`config.mk`:
```
export PLATFORM = sky130hd
export DESIGN_NAME = burst_addr_gen
export DESIGN_NICKNAME = d
export VERILOG_FILES = /design/src/rtl/burst_pkg.sv /design/src/rtl/burst_seq_fsm.sv /design/src/rtl/burst_load_reg.sv /design/src/rtl/burst_order_map.sv /design/src/rtl/burst_addr_gen.sv
export SDC_FILE = /design/constraint.sdc
export NUM_CORES = 1
export LEC_CHECK = 0
export BUFFER_PORTS_ARGS = -buffer_cell sky130_fd_sc_hd__buf_2
export CAP_MARGIN = 40
export CELL_PAD_IN_SITES_DETAIL_PLACEMENT = 0
export CELL_PAD_IN_SITES_GLOBAL_PLACEMENT = 1
export CORE_MARGIN = 2
export CORE_UTILIZATION = 35
export CTS_BUF_LIST = sky130_fd_sc_hd__clkbuf_4 sky130_fd_sc_hd__clkbuf_8
export DETAILED_ROUTE_END_ITERATION = 8
export GPL_TIMING_DRIVEN = 0
export PLACE_DENSITY_LB_ADDON = 0.1
export SYNTH_ARGS = -nofsm -noshare
export SYNTH_HDL_FRONTEND = slang
export SYNTH_SLANG_ARGS = --single-unit
```
`constraint.sdc`:
```
create_clock -name clk -period 3.55 [get_ports clk]
set_input_delay 0.355 -clock clk [delete_from_list [all_inputs] [get_ports clk]]
set_output_delay 0.355 -clock clk [all_outputs]
set_load 0.005 [all_outputs]
```
`src/rtl/burst_pkg.sv`:
```
package burst_pkg;

    localparam int OFS_W = 2;

    typedef enum logic [2:0] {
        ST_IDLE  = 3'd0,
        ST_BEAT0 = 3'd1,
        ST_BEAT1 = 3'd2,
        ST_BEAT2 = 3'd3,
        ST_BEAT3 = 3'd4
    } burst_state_t;

    typedef enum logic {
        ORD_LINEAR     = 1'b0,
        ORD_INTERLEAVE = 1'b1
    } burst_order_t;

endpackage

```
`src/rtl/burst_seq_fsm.sv`:
```
module burst_seq_fsm
    import burst_pkg::*;
(
    input  logic                 clk,
    input  logic                 rst_n,
    input  logic                 load,
    input  logic                 adv,
    output burst_state_t         state_q,
    output logic [OFS_W-1:0]     beat
);

    burst_state_t state_d;

    always_ff @(posedge clk or negedge rst_n) begin
        if (!rst_n) begin
            state_q <= ST_IDLE;
        end else begin
            state_q <= state_d;
        end
    end

    always_comb begin
        state_d = state_q;
        if (load) begin
            state_d = ST_BEAT0;
        end else begin
            unique case (state_q)
                ST_IDLE:  state_d = ST_IDLE;
                ST_BEAT0: state_d = adv ? ST_BEAT1 : ST_BEAT0;
                ST_BEAT1: state_d = adv ? ST_BEAT2 : ST_BEAT1;
                ST_BEAT2: state_d = adv ? ST_BEAT3 : ST_BEAT2;
                ST_BEAT3: state_d = adv ? ST_BEAT0 : ST_BEAT3;
                default:  state_d = ST_IDLE;
            endcase
        end
    end

    always_comb begin
        unique case (state_q)
            ST_IDLE:  beat = 2'd0;
            ST_BEAT0: beat = 2'd0;
            ST_BEAT1: beat = 2'd1;
            ST_BEAT2: beat = 2'd2;
            ST_BEAT3: beat = 2'd3;
            default:  beat = 2'd0;
        endcase
    end

endmodule

```
`src/rtl/burst_load_reg.sv`:
```
module burst_load_reg
    import burst_pkg::*;
#(
    parameter int ADDR_W = 18,
    localparam int UP_W  = ADDR_W - OFS_W
)(
    input  logic               clk,
    input  logic               rst_n,
    input  logic               load,
    input  logic [ADDR_W-1:0]  addr_in,
    input  logic               order_lin_n,
    output logic [UP_W-1:0]    upper_q,
    output logic [OFS_W-1:0]   start_q,
    output burst_order_t       order_q
);

    always_ff @(posedge clk or negedge rst_n) begin
        if (!rst_n) begin
            upper_q <= '0;
            start_q <= '0;
            order_q <= ORD_LINEAR;
        end else if (load) begin
            upper_q <= addr_in[ADDR_W-1:OFS_W];
            start_q <= addr_in[OFS_W-1:0];
            order_q <= order_lin_n ? ORD_INTERLEAVE : ORD_LINEAR;
        end
    end

endmodule

```
`src/rtl/burst_order_map.sv`:
```
module burst_order_map
    import burst_pkg::*;
(
    input  logic [OFS_W-1:0] start,
    input  logic [OFS_W-1:0] beat,
    input  burst_order_t     order,
    output logic [OFS_W-1:0] ofs
);

    logic [OFS_W-1:0] lin_ofs;
    logic [OFS_W-1:0] ilv_ofs;

    always_comb begin
        lin_ofs = start + beat;
        ilv_ofs = start ^ beat;
        unique case (order)
            ORD_LINEAR:     ofs = lin_ofs;
            ORD_INTERLEAVE: ofs = ilv_ofs;
            default:        ofs = lin_ofs;
        endcase
    end

endmodule

```
`src/rtl/burst_addr_gen.sv`:
```
module burst_addr_gen
    import burst_pkg::*;
#(
    parameter int ADDR_W = 18
)(
    input  logic              clk,
    input  logic              rst_n,
    input  logic [ADDR_W-1:0] addr_in,
    input  logic              strobe_p_n,
    input  logic              strobe_c_n,
    input  logic              adv_n,
    input  logic              order_lin_n,
    output logic [ADDR_W-1:0] word_addr,
    output logic [1:0]        burst_ofs
);

    localparam int UP_W = ADDR_W - OFS_W;

    logic               load;
    logic               adv;
    burst_state_t       state_q;
    logic [OFS_W-1:0]   beat;
    logic [UP_W-1:0]    upper_q;
    logic [OFS_W-1:0]   start_q;
    burst_order_t       order_q;
    logic [OFS_W-1:0]   ofs;

    assign load = !strobe_p_n || !strobe_c_n;
    assign adv  = !adv_n;

    burst_seq_fsm u_fsm (
        .clk     (clk),
        .rst_n   (rst_n),
        .load    (load),
        .adv     (adv),
        .state_q (state_q),
        .beat    (beat)
    );

    burst_load_reg #(.ADDR_W(ADDR_W)) u_load (
        .clk         (clk),
        .rst_n       (rst_n),
        .load        (load),
        .addr_in     (addr_in),
        .order_lin_n (order_lin_n),
        .upper_q     (upper_q),
        .start_q     (start_q),
        .order_q     (order_q)
    );

    burst_order_map u_map (
        .start (start_q),
        .beat  (beat),
        .order (order_q),
        .ofs   (ofs)
    );

    always_comb begin
        word_addr = {upper_q, ofs};
        burst_ofs = ofs;
    end

endmodule

```
==> metrics.txt <==
RePlAce Congestion=0.759; Post-Syn Area=1010 µm²; critical path launch point type=register; area of the multi-input gates=414 µm²; initial antenna violation count=0; DRT met1 WL=800 µm; postcts setup bufs=0; GRT Residual Overflow=0; Chip Height=57.7 µm; Yosys warning total=0; worst-path fanout max=6; Lkg Pwr=0.668 nW; initial drt markers=9; Routed met3 length=110 µm; sw frac=23.7%; worst IR drop on VDD=0.240 mV; relative slew slack=68.2%; Top Layer Used=met4; die area=3330 µm²; Critical path origin=u_fsm.state_q[1]; pre-CTS setup slack=1600 ps; Register-to-Register Path Depth=3; Hold-fix buffers, CTS=0; pins over their slew limit=0; clock tree from TritonCTS=yes; Total Routing Usage GR=12.0%; Reg-to-Reg Start=u_fsm.state_q[0]; post-route ant nets=0; prevailing post-synth register cell=dfrtp_1; Fin Clk Skew=0.365 ps; IO buf count=43; clk slew on worst S/H paths=110 ps; part of the power in the clock network=22.2%; number of I/O pins=44; net count after synthesis=90; synth-to-layout area growth=27.4%; vias in the first global route=651; asr flop ratio synth=100%; Max Fclk=0.440 GHz; hold violation total from the final report=1; Final Worst Setup Slack=1280 ps; largest net degree at the start of global routing=23; RSZ-0062 raised after global routing=no; P per Cell Area=376 nW/µm²; Hold WS=-1.63 ps; Tot Pwr=0.484 mW; Final period util=64.1%; combinational share of power=19.5%; first-pass GRT wire length=2.99 mm; drt first pass iters=2; die width=57.7 µm; critical path required time=3190 ps; Crit Path Class=reg -> out; Post-Syn Area per Cell=15.5 µm²; critical path endpoint=word_addr[1]; final setup fails=0; Gates resized, CTS repair=0; Via density=4.61; Worst-Skew Late Latency=290 ps; failing checks=negative hold slack; internal power=0.369 mW; status=finished with violations; fin crit period=2270 ps; NumNets Final=138; root buffer cell=clkbuf_4; # Max-Cap Violations=0; register area=551 µm²; Sequential Power Share=58.3%; Site Rows=19; share of cells above drive strength 1=64.0%; Final Util=46.6%; Vias=654; register area share after synthesis=54.5%; Distinct cells, synth=20; H-tree Lvls=1; FF-to-FF End=u_fsm.state_q[1]; Worst Max-Slew Pin Slew=478 ps; Routed wire per std cell=12.7 µm; metal2 WL=878 µm; Post-synth EDFFs=0; setup tns final=0 ps; WP data arrival=1920 ps; TritonCTS Sinks=22; #FFs+latches synth=22; # DRC=0; Mapped Cells=65; core area=2760 µm²; CP Capture Type=primary output; total CTS buffers=3; Worst Hold Class=in -> async; R2R setup slack=2550 ps; Psw=0.114 mW; Routed Wire Length=1.81 mm; ANT cells=0; Starting Density=36.6%; fillcell total=262; hpwl dp=1.35 mm; clk buf depth=2
==> cell families after synthesis <==
group	Yosys count	synth area share, %
DFF	22	54.5
muxes	19	27.5
and+or+nand+nor	9	6.32
buffers and inverters	6	4.46
AOI/OAI and AO/OA	4	2.48
xor gates and xnor gates	4	3.47
adders and majority gates	1	1.24
==> critical path, cell delays in order (launching register included) <==
cell,delay [ps]
dfrtp_1,470
xnor2_1,240
nor2_1,70
ha_1,180
nor2b_1,140
xnor2_1,160
xnor2_1,150
buf_4,130
buf_2,90
==> registers in the layout (all words and copies together), names as in the netlist <==
register and flops:
u_load.upper_q 16, u_fsm.state_q 3, u_load.order_q 1, u_load.start_q 2
==> how the worst min path moves through the flow <==
stage | startpoint | to | slack (ps) | cells after the start
after floorplan | rst_n | u_fsm.state_q[0] | 60 | 0
after global placement | rst_n | u_load.upper_q[12] | 350 | 1
after detailed placement | rst_n | u_load.upper_q[12] | 350 | 1
after CTS | rst_n | u_load.upper_q[12] | 7 | 1
after global routing | rst_n | u_load.upper_q[12] | 20 | 1
final | rst_n | u_load.upper_q[12] | -2 | 1
==> Yosys cell counts (2+ instances only) <==
cell type,count,share of area (%)
mux2_4,17,25
dfrtp_1,22,55
a31oi_1,2,1.2
mux2_2,2,2.2
nor2_1,2,0.74
buf_4,2,1.5
xnor2_1,4,3.5
buf_6,2,2.2
==> metal layers <==
metal	up-vias	track usage [%]
met3	2	2.23
met2	22	18.0
met4	0	5.98
met5	-	0
met1	316	16.7
li1	314	-
==> power by group through the flow <==
stage	logic [mW]	registers (mW)	clock network [mW]
after floorplan	0.0514	0.287	0
after global placement	0.0952	0.286	0
after detailed placement	0.0965	0.286	0
after CTS	0.0966	0.282	0.113
after global routing	0.104	0.286	0.124
final	0.0943	0.282	0.108
==> placed cells by master, fill, tap and decap left out, types with 2 or more instances in the layout <==
master    instances
buf_4             2
buf_2            43
xnor2_1           4
clkbuf_4          3
mux2_4           17
a31oi_1           2
nor2_1            2
mux2_2            2
buf_6             2
dfrtp_1          22
==> layout make-up <==
type,instances,area share [%]
Inverter,1,0.292
Tap cell,31,3.02
Multi-Input combinational cell,37,32.2
Clock buffer,3,1.75
Buffer,5,3.21
Timing Repair Buffer,43,16.7
Sequential cell,22,42.8
==> metrics by stage <==
step / instances / area [µm²]
2_1_floorplan: 65 / 1010
3_3_place_gp: 139 / 1260
3_5_place_dp: 139 / 1260
4_1_cts: 142 / 1290
5_1_grt: 142 / 1290
6_report: 142 / 1290
(Power assumes the default switching activity.)
